===== src/rtl/egd_pkg.sv =====
package egd_pkg;
   // Index of each address class in the decoder's one-hot hit vector
   localparam int IX_ROM   = 0;
   localparam int IX_FWRAM = 1;
   localparam int IX_SPI   = 2;
   localparam int NWIN     = 3;
   localparam int IX_IRQ0  = NWIN + 0;
   localparam int IX_IRQ1  = NWIN + 1;
   localparam int IX_RST   = NWIN + 2;
   localparam int NTRIG    = 3;
   localparam int IX_OPEN  = NWIN + NTRIG;
   localparam int NREG     = NWIN + NTRIG + 1;

   typedef struct packed {
      logic deny;
      logic local_sel;
      logic rom_exec_ok;
      logic fwram_ok;
      logic spi_ok;
   } verdict_t;
endpackage


===== src/rtl/egd_decode.sv =====
module egd_decode
   import egd_pkg::*;
#(
   parameter int AW = 16,
   parameter logic [AW-1:0] ROM_BASE   = 16'h0000,
   parameter logic [AW-1:0] ROM_SIZE   = 16'h1000,
   parameter logic [AW-1:0] FWRAM_BASE = 16'h2000,
   parameter logic [AW-1:0] FWRAM_SIZE = 16'h0400,
   parameter logic [AW-1:0] SPI_BASE   = 16'h3000,
   parameter logic [AW-1:0] SPI_SIZE   = 16'h0100,
   parameter logic [AW-1:0] IRQ0_ADDR  = 16'h3F00,
   parameter logic [AW-1:0] IRQ1_ADDR  = 16'h3F04,
   parameter logic [AW-1:0] RST_ADDR   = 16'h3F08
) (
   input  logic [AW-1:0]   addr,
   output logic [NREG-1:0] hit
);
   localparam logic [AW-1:0] WBASE [NWIN]  = '{ROM_BASE, FWRAM_BASE, SPI_BASE};
   localparam logic [AW-1:0] WSIZE [NWIN]  = '{ROM_SIZE, FWRAM_SIZE, SPI_SIZE};
   localparam logic [AW-1:0] TADDR [NTRIG] = '{IRQ0_ADDR, IRQ1_ADDR, RST_ADDR};

   logic [NWIN+NTRIG-1:0] any;

   // Elaboration-time checks on the address map
   for (genvar i = 0; i < NWIN; i++) begin : g_wchk
      if (WSIZE[i] == '0) begin : g_zero
         $error("egd_decode: window %0d has zero size", i);
      end
      if ({1'b0, WBASE[i]} + {1'b0, WSIZE[i]} > (1 << AW)) begin : g_wrap
         $error("egd_decode: window %0d runs past the address space", i);
      end
      for (genvar j = i + 1; j < NWIN; j++) begin : g_ovl
         if (({1'b0, WBASE[i]} < {1'b0, WBASE[j]} + {1'b0, WSIZE[j]}) &&
             ({1'b0, WBASE[j]} < {1'b0, WBASE[i]} + {1'b0, WSIZE[i]})) begin : g_bad
            $error("egd_decode: windows %0d and %0d overlap", i, j);
         end
      end
      for (genvar t = 0; t < NTRIG; t++) begin : g_tin
         if ((TADDR[t] >= WBASE[i]) &&
             ({1'b0, TADDR[t]} < {1'b0, WBASE[i]} + {1'b0, WSIZE[i]})) begin : g_bad
            $error("egd_decode: trigger %0d lies inside window %0d", t, i);
         end
      end
   end
   for (genvar t = 0; t < NTRIG; t++) begin : g_tchk
      for (genvar u = t + 1; u < NTRIG; u++) begin : g_dup
         if (TADDR[t] == TADDR[u]) begin : g_bad
            $error("egd_decode: triggers %0d and %0d share an address", t, u);
         end
      end
   end

   // Range windows
   for (genvar i = 0; i < NWIN; i++) begin : g_win
      logic [AW:0] lim;
      assign lim = {1'b0, WBASE[i]} + {1'b0, WSIZE[i]};
      assign any[i] = (addr >= WBASE[i]) && ({1'b0, addr} < lim);
   end

   // Single-address triggers
   for (genvar t = 0; t < NTRIG; t++) begin : g_trg
      assign any[NWIN+t] = (addr == TADDR[t]);
   end

   assign hit = {~|any, any};
endmodule


===== src/rtl/egd_mode.sv =====
module egd_mode (
   input  logic clk,
   input  logic rst_n,
   input  logic fetch_accept,
   input  logic fetch_in_rom,
   output logic app_mode
);
   // One-way latch: firmware -> application, cleared only by reset
   always_ff @(posedge clk) begin
      if (!rst_n) begin
         app_mode <= 1'b0;
      end else if (fetch_accept && !fetch_in_rom) begin
         app_mode <= 1'b1;
      end
   end
endmodule


===== src/rtl/egd_policy.sv =====
module egd_policy
   import egd_pkg::*;
(
   input  logic [NREG-1:0] hit,
   input  logic            fetch,
   input  logic            app_mode,
   input  logic            ctx_lo,
   input  logic            ctx_hi,
   output verdict_t        verdict
);
   logic exec_ok, ram_ok, spi_ok;

   assign exec_ok = !app_mode || ctx_lo || ctx_hi;
   assign ram_ok  = !app_mode || ctx_hi;
   assign spi_ok  = !app_mode;

   always_comb begin
      verdict             = '0;
      verdict.rom_exec_ok = exec_ok;
      verdict.fwram_ok    = ram_ok;
      verdict.spi_ok      = spi_ok;
      verdict.local_sel   = |hit[IX_RST:IX_IRQ0];
      verdict.deny        = (hit[IX_ROM] && fetch && !exec_ok) ||
                            (hit[IX_FWRAM] && !ram_ok) ||
                            (hit[IX_SPI] && !spi_ok);
   end
endmodule


===== src/rtl/egd_trigger.sv =====
module egd_trigger
   import egd_pkg::*;
#(
   parameter bit REG_TRIG = 1'b1
) (
   input  logic            clk,
   input  logic            rst_n,
   input  logic            wr_accept,
   input  logic [NREG-1:0] hit,
   output logic [1:0]      irq_trig,
   output logic            sys_reset_req
);
   logic [NTRIG-1:0] fire;

   assign fire = wr_accept ? hit[IX_RST:IX_IRQ0] : '0;

   if (REG_TRIG) begin : g_reg
      logic [NTRIG-1:0] fire_q;
      always_ff @(posedge clk) begin
         if (!rst_n) fire_q <= '0;
         else        fire_q <= fire;
      end
      assign irq_trig      = fire_q[1:0];
      assign sys_reset_req = fire_q[2];
   end else begin : g_comb
      assign irq_trig      = fire[1:0];
      assign sys_reset_req = fire[2];
   end
endmodule


===== src/rtl/exec_guard.sv =====
module exec_guard
   import egd_pkg::*;
#(
   parameter int AW = 16,
   parameter int DW = 32,
   parameter logic [AW-1:0] ROM_BASE   = 16'h0000,
   parameter logic [AW-1:0] ROM_SIZE   = 16'h1000,
   parameter logic [AW-1:0] FWRAM_BASE = 16'h2000,
   parameter logic [AW-1:0] FWRAM_SIZE = 16'h0400,
   parameter logic [AW-1:0] SPI_BASE   = 16'h3000,
   parameter logic [AW-1:0] SPI_SIZE   = 16'h0100,
   parameter logic [AW-1:0] IRQ0_ADDR  = 16'h3F00,
   parameter logic [AW-1:0] IRQ1_ADDR  = 16'h3F04,
   parameter logic [AW-1:0] RST_ADDR   = 16'h3F08,
   parameter bit REG_TRIG = 1'b1
) (
   input  logic          clk,
   input  logic          rst_n,
   input  logic          ctx_lo,
   input  logic          ctx_hi,
   input  logic          req_valid,
   input  logic          req_fetch,
   input  logic          req_write,
   input  logic [AW-1:0] req_addr,
   input  logic [DW-1:0] req_wdata,
   output logic          req_ready,
   output logic [DW-1:0] req_rdata,
   output logic          tgt_valid,
   output logic          tgt_write,
   output logic [AW-1:0] tgt_addr,
   output logic [DW-1:0] tgt_wdata,
   input  logic          tgt_ready,
   input  logic [DW-1:0] tgt_rdata,
   output logic          rom_exec_ok,
   output logic          fwram_en,
   output logic          spi_en,
   output logic          app_mode,
   output logic          trap,
   output logic [1:0]    irq_trig,
   output logic          sys_reset_req
);
   if (AW < 4) begin : g_aw_chk
      $error("exec_guard: AW must be at least 4");
   end
   if (DW < 8) begin : g_dw_chk
      $error("exec_guard: DW must be at least 8");
   end

   logic [NREG-1:0] hit;
   verdict_t        verdict;
   logic            answer_here;
   logic            accept;

   egd_decode #(
      .AW(AW),
      .ROM_BASE(ROM_BASE), .ROM_SIZE(ROM_SIZE),
      .FWRAM_BASE(FWRAM_BASE), .FWRAM_SIZE(FWRAM_SIZE),
      .SPI_BASE(SPI_BASE), .SPI_SIZE(SPI_SIZE),
      .IRQ0_ADDR(IRQ0_ADDR), .IRQ1_ADDR(IRQ1_ADDR), .RST_ADDR(RST_ADDR)
   ) u_decode (
      .addr (req_addr),
      .hit  (hit)
   );

   egd_policy u_policy (
      .hit      (hit),
      .fetch    (req_fetch),
      .app_mode (app_mode),
      .ctx_lo   (ctx_lo),
      .ctx_hi   (ctx_hi),
      .verdict  (verdict)
   );

   assign answer_here = verdict.deny || verdict.local_sel;

   assign tgt_valid = req_valid && !answer_here;
   assign tgt_write = req_write;
   assign tgt_addr  = req_addr;
   assign tgt_wdata = req_wdata;
   assign req_ready = answer_here ? 1'b1 : tgt_ready;
   assign req_rdata = answer_here ? '0 : tgt_rdata;
   assign trap      = req_valid && verdict.deny;
   assign accept    = req_valid && req_ready;

   assign rom_exec_ok = verdict.rom_exec_ok;
   assign fwram_en    = verdict.fwram_ok;
   assign spi_en      = verdict.spi_ok;

   egd_mode u_mode (
      .clk          (clk),
      .rst_n        (rst_n),
      .fetch_accept (accept && req_fetch),
      .fetch_in_rom (hit[IX_ROM]),
      .app_mode     (app_mode)
   );

   egd_trigger #(.REG_TRIG(REG_TRIG)) u_trigger (
      .clk           (clk),
      .rst_n         (rst_n),
      .wr_accept     (accept && req_write && !req_fetch),
      .hit           (hit),
      .irq_trig      (irq_trig),
      .sys_reset_req (sys_reset_req)
   );
endmodule


===== config.mk =====
export PLATFORM = sky130hd
export DESIGN_NAME = exec_guard
export DESIGN_NICKNAME = d
export VERILOG_FILES = /design/src/rtl/egd_pkg.sv /design/src/rtl/egd_decode.sv /design/src/rtl/egd_mode.sv /design/src/rtl/egd_policy.sv /design/src/rtl/egd_trigger.sv /design/src/rtl/exec_guard.sv
export SDC_FILE = /design/constraint.sdc
export NUM_CORES = 1
export LEC_CHECK = 0
export BUFFER_PORTS_ARGS = -buffer_cell sky130_fd_sc_hd__buf_4
export CAP_MARGIN = 20
export CORE_MARGIN = 4
export CORE_UTILIZATION = 26
export CTS_CLUSTER_SIZE = 8
export DETAILED_ROUTE_END_ITERATION = 10
export PLACE_DENSITY = 0.84
export SYNTH_ARGS = -nofsm -noshare
export SYNTH_HDL_FRONTEND = slang
export SYNTH_SLANG_ARGS = --single-unit

===== constraint.sdc =====
create_clock -name clk -period 1.6 [get_ports clk]
set_input_delay 0.24 -clock clk [delete_from_list [all_inputs] [get_ports clk]]
set_output_delay 0.24 -clock clk [all_outputs]
set_load 0.03 [all_outputs]

==> results of run 1 <==
where the power goes:
group / switching, uW / internal [uW] / total [uW]
clock network: 45.2 / 160 / 205
logic: 280 / 261 / 541
registers: 0.674 / 102 / 102
total: 326 / 523 / 848
flip-flops by register name, indices dropped and copies added (netlist names):
| signal | flops |
|---|---|
| u_mode.app_mode | 1 |
| u_trigger.g_reg.fire_q | 3 |
layout by cell type (no fill, tap or decap), types with 2 or more instances in the layout:
master      n
buf_12      5
dfxtp_1     4
or4_4       2
buf_4     127
inv_1      34
a211o_1     2
buf_6      10
or2_2       2
nand4b_1    3
clkbuf_8    3
a211oi_2   33
nor4_1      3
cell type report:
type | instances | share of cell area [%]
clock buffers | 3 | 1.88
inverters | 35 | 5.98
multi-input cells | 60 | 30.1
flip-flops and latches | 4 | 3.65
well taps | 50 | 2.85
repair buffers | 144 | 55.5
cell families after synthesis:
| family | synth area share, % |
|---|---|
| buf+inv | 49.5 |
| simple gates | 16.7 |
| compound gates | 26.5 |
| flops | 7.33 |
per-layer routing:
| metal | wire length [um] | GRT usage (%) | part of all wire [%] |
|---|---|---|---|
| met5 | 0 | 0 | 0 |
| met1 | 1550 | 17.1 | 34 |
| met2 | 2480 | 28.4 | 55 |
| met4 | 44 | 3.07 | 0.97 |
| met3 | 462 | 4.41 | 10 |
timing repair:
action / CTS / global route
resized for setup: 13 / 6
endpoints found under the setup margin: 35 / 35
pin swaps: 5 / 26
gates cloned: 1 / 1
setup buffers: 1 / 1
hold endpoints to repair: 0 / 0
per-stage QoR:
step           setup TNS (ns)  worst slack (ns)
2_1_floorplan           -7.79            -0.242
3_3_place_gp           -13.97            -0.413
3_5_place_dp           -14.65            -0.428
4_1_cts                -11.07            -0.347
5_1_grt                -12.74            -0.389
6_report               -11.00            -0.341
worst paths after layout:
check,start,end,slack (ns),cells past startpoint
max,req_addr[6],req_rdata[4],-0.34,7
min,rst_n,u_mode.app_mode,0.28,2
max reg2reg,u_mode.app_mode,u_mode.app_mode,0.71,2
min reg2reg,u_mode.app_mode,u_mode.app_mode,0.65,2
critical path, delay by kind of cell:
kind            cells  cell delay [ns]
simple gates        2             0.81
buf+inv             4             0.60
compound gates      1             0.04
==> flow_metrics.py, run 1 <==
metrics = {
    "timing": {
        "slew_viol_final": 0,
        "clock_skew_ns": 0,
        "finalHoldViolCount": 0,
        "holdWs_ns": 0.281,
        "rsz0062_at_grt": "yes",
        "worstMarginPinSlew_ns": 0.298,
        "layout_min_cycle_time_ns": 1.94,
        "finalSetupViolCount": 35,
        "max-slew-margin-rel_pct": 80.0,
        "setup_slack_ns": -0.341,
        "max_freq_mhz": 515,
        "min_period_over_period_pct": 121,
    },
    "critical_path": {
        "crit_required_ns": 1.36,
        "crit_type": "in2out",
        "critical_path.cell_chain": "buf_6 > or4_4 > nor4_4 > buf_4 > clkbuf_16 > a211oi_2 > buf_4",
        "cp_slowest_stage_delay_ns": 0.54,
        "path_common_cell": "buf_4",
        "path_max_fanout": 7,
        "crit_path_end_kind": "output pin",
        "cpMaxStageDelayCell": "or4_4",
        "crit_path_start_kind": "input pin",
        "cp_data_arrival_time_ns": 1.70,
    },
    "final_layout": {
        "antenna_cells": 0,
        "multi_input_area_um2": 662,
        "fin_util_pct": 54.5,
        "drive_gt1_share_pct": 78.5,
        "final_area_um2": 2200,
        "area_growth_pct": 101,
        "seq_area_um2": 80.1,
        "final_cell_count_no_fill": 296,
        "fin_nets": 336,
        "fillers": 377,
    },
    "global_route": {
        "grt_antenna_before_repair": 0,
        "grt_usage_pct": 15.2,
        "grt_pass1_wl_um": 6440,
        "grt_pass1_vias": 1315,
        "grt_max_degree": 23,
        "overflow": 0,
    },
    "logic_synthesis": {
        "synth.yosys.warnings": 0,
        "synth.distinct_cells": 24,
        "synth_area_leaders": "buf_4, a211oi_1, inv_1, dfxtp_1, clkbuf_1",
        "synthCells": 158,
        "syn_nets": 246,
        "async_flop_share_pct": 0,
        "yosys_register_bits": 4,
        "synth-edff-count": 0,
        "syn_area_um2": 1090,
        "ys_seq_area_share_pct": 7.33,
        "ys.flop_type": "dfxtp_1",
        "yosysMostFrequentCell": "buf_4",
        "yosys.area.top_type": "buf_4",
        "synth_top_area_share_pct": 33.7,
        "synthTopCellsByCount": "buf_4, inv_1, a211oi_1",
        "postSynthAreaPerCell_um2": 6.91,
    },
    "cts": {
        "numCtsBuffers": 3,
        "clock_path_buffers": 2,
        "clk_pin_slew_ns": 0.03,
        "cts_hold_buf": 0,
        "clockRootBuffer": "clkbuf_8",
        "tritoncts": "built",
        "htreeDepth": 1,
        "clk_latency_ns": 0.21,
        "cts_sinks": 4,
    },
    "routing": {
        "drc": 0,
        "wl_per_cell_um": 15.3,
        "antenna_left": 0,
        "vias": 1373,
        "drt_wl_total_um": 4530,
        "drt-initial-drc-count": 42,
        "dr.pass1.iters": 4,
        "viasPerCell": 4.64,
    },
    "placed_design": {
        "place_area_um2": 2010,
        "port_buffers": 114,
        "dp.cells": 289,
        "place.gp.congestion": 0.809,
        "hpwl_um": 3770,
    },
    "run_status": {
        "status": "finished, violations left",
        "failed_checks": "negative setup slack",
    },
    "floorplanning": {
        "start_util_pct": 27.1,
        "die_area_um2": 5300,
        "die_h_um": 72.8,
        "coreArea_um2": 4030,
        "die_x_um": 72.8,
        "fp-row-count": 23,
        "io_pins": 179,
    },
    "power": {
        "power.density_nw_per_um2": 386,
        "power.total_uw": 848,
        "p_leak_uw": 0.00112,
        "ir_drop_mv": 0.170,
    },
    "worst_hold_path": {
        "hp-class": "in2reg",
    },
    "run": {
        "drv_cap": 0,
    },
}
No activity file was read; power rests on OpenSTA's default activity.
==> run 2: changes to the inputs <==
--- a/config.mk
+++ b/config.mk
@@ -11,6 +11,7 @@
 export CORE_UTILIZATION = 26
 export CTS_CLUSTER_SIZE = 8
 export DETAILED_ROUTE_END_ITERATION = 10
+export GPL_TIMING_DRIVEN = 0
 export PLACE_DENSITY = 0.84
 export SYNTH_ARGS = -nofsm -noshare
 export SYNTH_HDL_FRONTEND = slang
==> run 2 against run 1 <==
Compared with the run above:
- the run still ends with negative setup slack left
- clock power grew 2%
- flip-flop and latch count is the same
- combinational power grew 39%
- power grew 25%
- largest cell class unchanged
==> flow_metrics.py, run 2 (synthesis results as in run 1) <==
metrics = {
    "run_status": {
        "status": "finished, violations left",
        "failed_checks": "negative setup slack",
    },
    "routing": {
        "antenna_left": 0,
        "drt-initial-drc-count": 48,
        "vias": 1597,
        "drc": 0,
        "drt_wl_total_um": 5100,
        "viasPerCell": 4.41,
        "dr.pass1.iters": 4,
        "wl_per_cell_um": 14.1,
    },
    "final_layout": {
        "fin_util_pct": 64.7,
        "drive_gt1_share_pct": 81.7,
        "area_growth_pct": 139,
        "largest_reg_flops": 3,
        "regMostFlops": "u_trigger.g_reg.fire_q",
        "final_area_um2": 2610,
        "fillers": 352,
        "fin_nets": 402,
        "reg_top3": "u_trigger.g_reg.fire_q x3, u_mode.app_mode x1",
        "final_common_cell": "buf_4",
        "antenna_cells": 0,
        "final_cell_count_no_fill": 362,
        "final_cell_mix": "buf_4, inv_1, a211oi_2, buf_6, clkbuf_2",
    },
    "cts": {
        "htreeDepth": 1,
        "clock_path_buffers": 2,
        "clockRootBuffer": "clkbuf_8",
        "numCtsBuffers": 3,
        "tritoncts": "built",
        "cts_hold_buf": 0,
        "cts_sinks": 4,
        "clk_latency_ns": 0.21,
        "clk_pin_slew_ns": 0.03,
    },
    "floorplanning": {
        "io_pins": 179,
        "die_area_um2": 5300,
        "start_util_pct": 27.1,
        "fp-row-count": 23,
        "die_h_um": 72.8,
        "coreArea_um2": 4030,
        "die_x_um": 72.8,
    },
    "timing": {
        "finalHoldViolCount": 0,
        "setup_slack_ns": -0.418,
        "max_freq_mhz": 495,
        "slew_viol_final": 0,
        "rsz0062_at_grt": "yes",
        "holdWs_ns": 0.231,
        "finalSetupViolCount": 34,
        "max-slew-margin-rel_pct": 78.2,
        "min_period_over_period_pct": 126,
        "layout_min_cycle_time_ns": 2.02,
        "worstMarginPinSlew_ns": 0.327,
        "clock_skew_ns": 0,
        "setup_tns_ns": -13.46,
    },
    "run": {
        "drv_cap": 0,
    },
    "critical_path": {
        "crit_path_end_kind": "output pin",
        "reg2reg_depth": 1,
        "regToRegSetupSlack_ns": 0.78,
        "cp_data_arrival_time_ns": 1.78,
        "crit_path_start_kind": "input pin",
        "path_max_fanout": 10,
        "crit_required_ns": 1.36,
        "crit_type": "in2out",
    },
    "placed_design": {
        "place_area_um2": 2420,
        "hpwl_um": 4290,
        "port_buffers": 146,
        "place.gp.congestion": 0.743,
        "dp.cells": 354,
    },
    "power": {
        "p_leak_uw": 0.00142,
        "power.density_nw_per_um2": 408,
        "ir_drop_mv": 0.209,
    },
    "global_route": {
        "grt_usage_pct": 17.4,
        "grt_pass1_wl_um": 7430,
        "grt_antenna_before_repair": 0,
        "grt_pass1_vias": 1616,
        "overflow": 0,
        "grt_max_degree": 11,
    },
    "worst_hold_path": {
        "hp-class": "in2reg",
        "hold_depth": 2,
    },
}
[run 2: cell types whose count changed in the layout (fill, tap and decap cells not counted), sizes merged]
| cell | change |
|---|---|
| clkbuf | +5 |
| buf | +61 |
[run 2: worst max-delay path, cell delays in order]
cell and delay (ns):
buf_6 0.09, or4bb_4 0.54, nor4_4 0.30, buf_6 0.21, buf_12 0.15, a211oi_2 0.05, buf_4 0.18
[run 2: timing repair]
action                     in CTS  in global routing
buffers inserted                4                  1
resized for setup              19                  5
cloned                          1                  0
pin swaps                       9                  4
setup endpoints to repair      35                 35
[run 2: cell type report]
cell class	count	area, um^2	area share [%]
buffer	58	460	17.7
sequential	4	80.1	3.07
timing repair buffer	152	1180	45.4
multi-input combinational	60	648	24.9
clock buffer	3	41.3	1.58
tap	50	62.6	2.40
inverter	35	131	5.04
[run 2: report_power, final]
part / internal, uW / switching (uW)
sequential: 102 / 1.74
clock: 160 / 49.3
combinational: 355 / 396
total: 617 / 447
[run 2: worst paths after layout]
check | endpoint | from
worst min-delay path | u_trigger.g_reg.fire_q[0] | req_addr[2]
worst max register to register | u_mode.app_mode | u_mode.app_mode
worst min register to register | u_mode.app_mode | u_mode.app_mode
worst max-delay path | req_rdata[21] | req_addr[1]
[run 2: per-stage QoR]
step           total power (uW)  setup WS [ns]
3_3_place_gp                833         -0.707
3_5_place_dp                842         -0.751
5_1_grt                    1120         -0.439
6_report                   1060         -0.418
4_1_cts                    1070         -0.418
2_1_floorplan               530         -0.242
[run 2: metal layers]
layer	vias up	wire (um)	global-route usage [%]
met2	84	2880	34.5
met1	705	1590	16.7
met3	10	569	6.61
met4	0	63	3.89
li1	798	-	-
met5	-	0	0
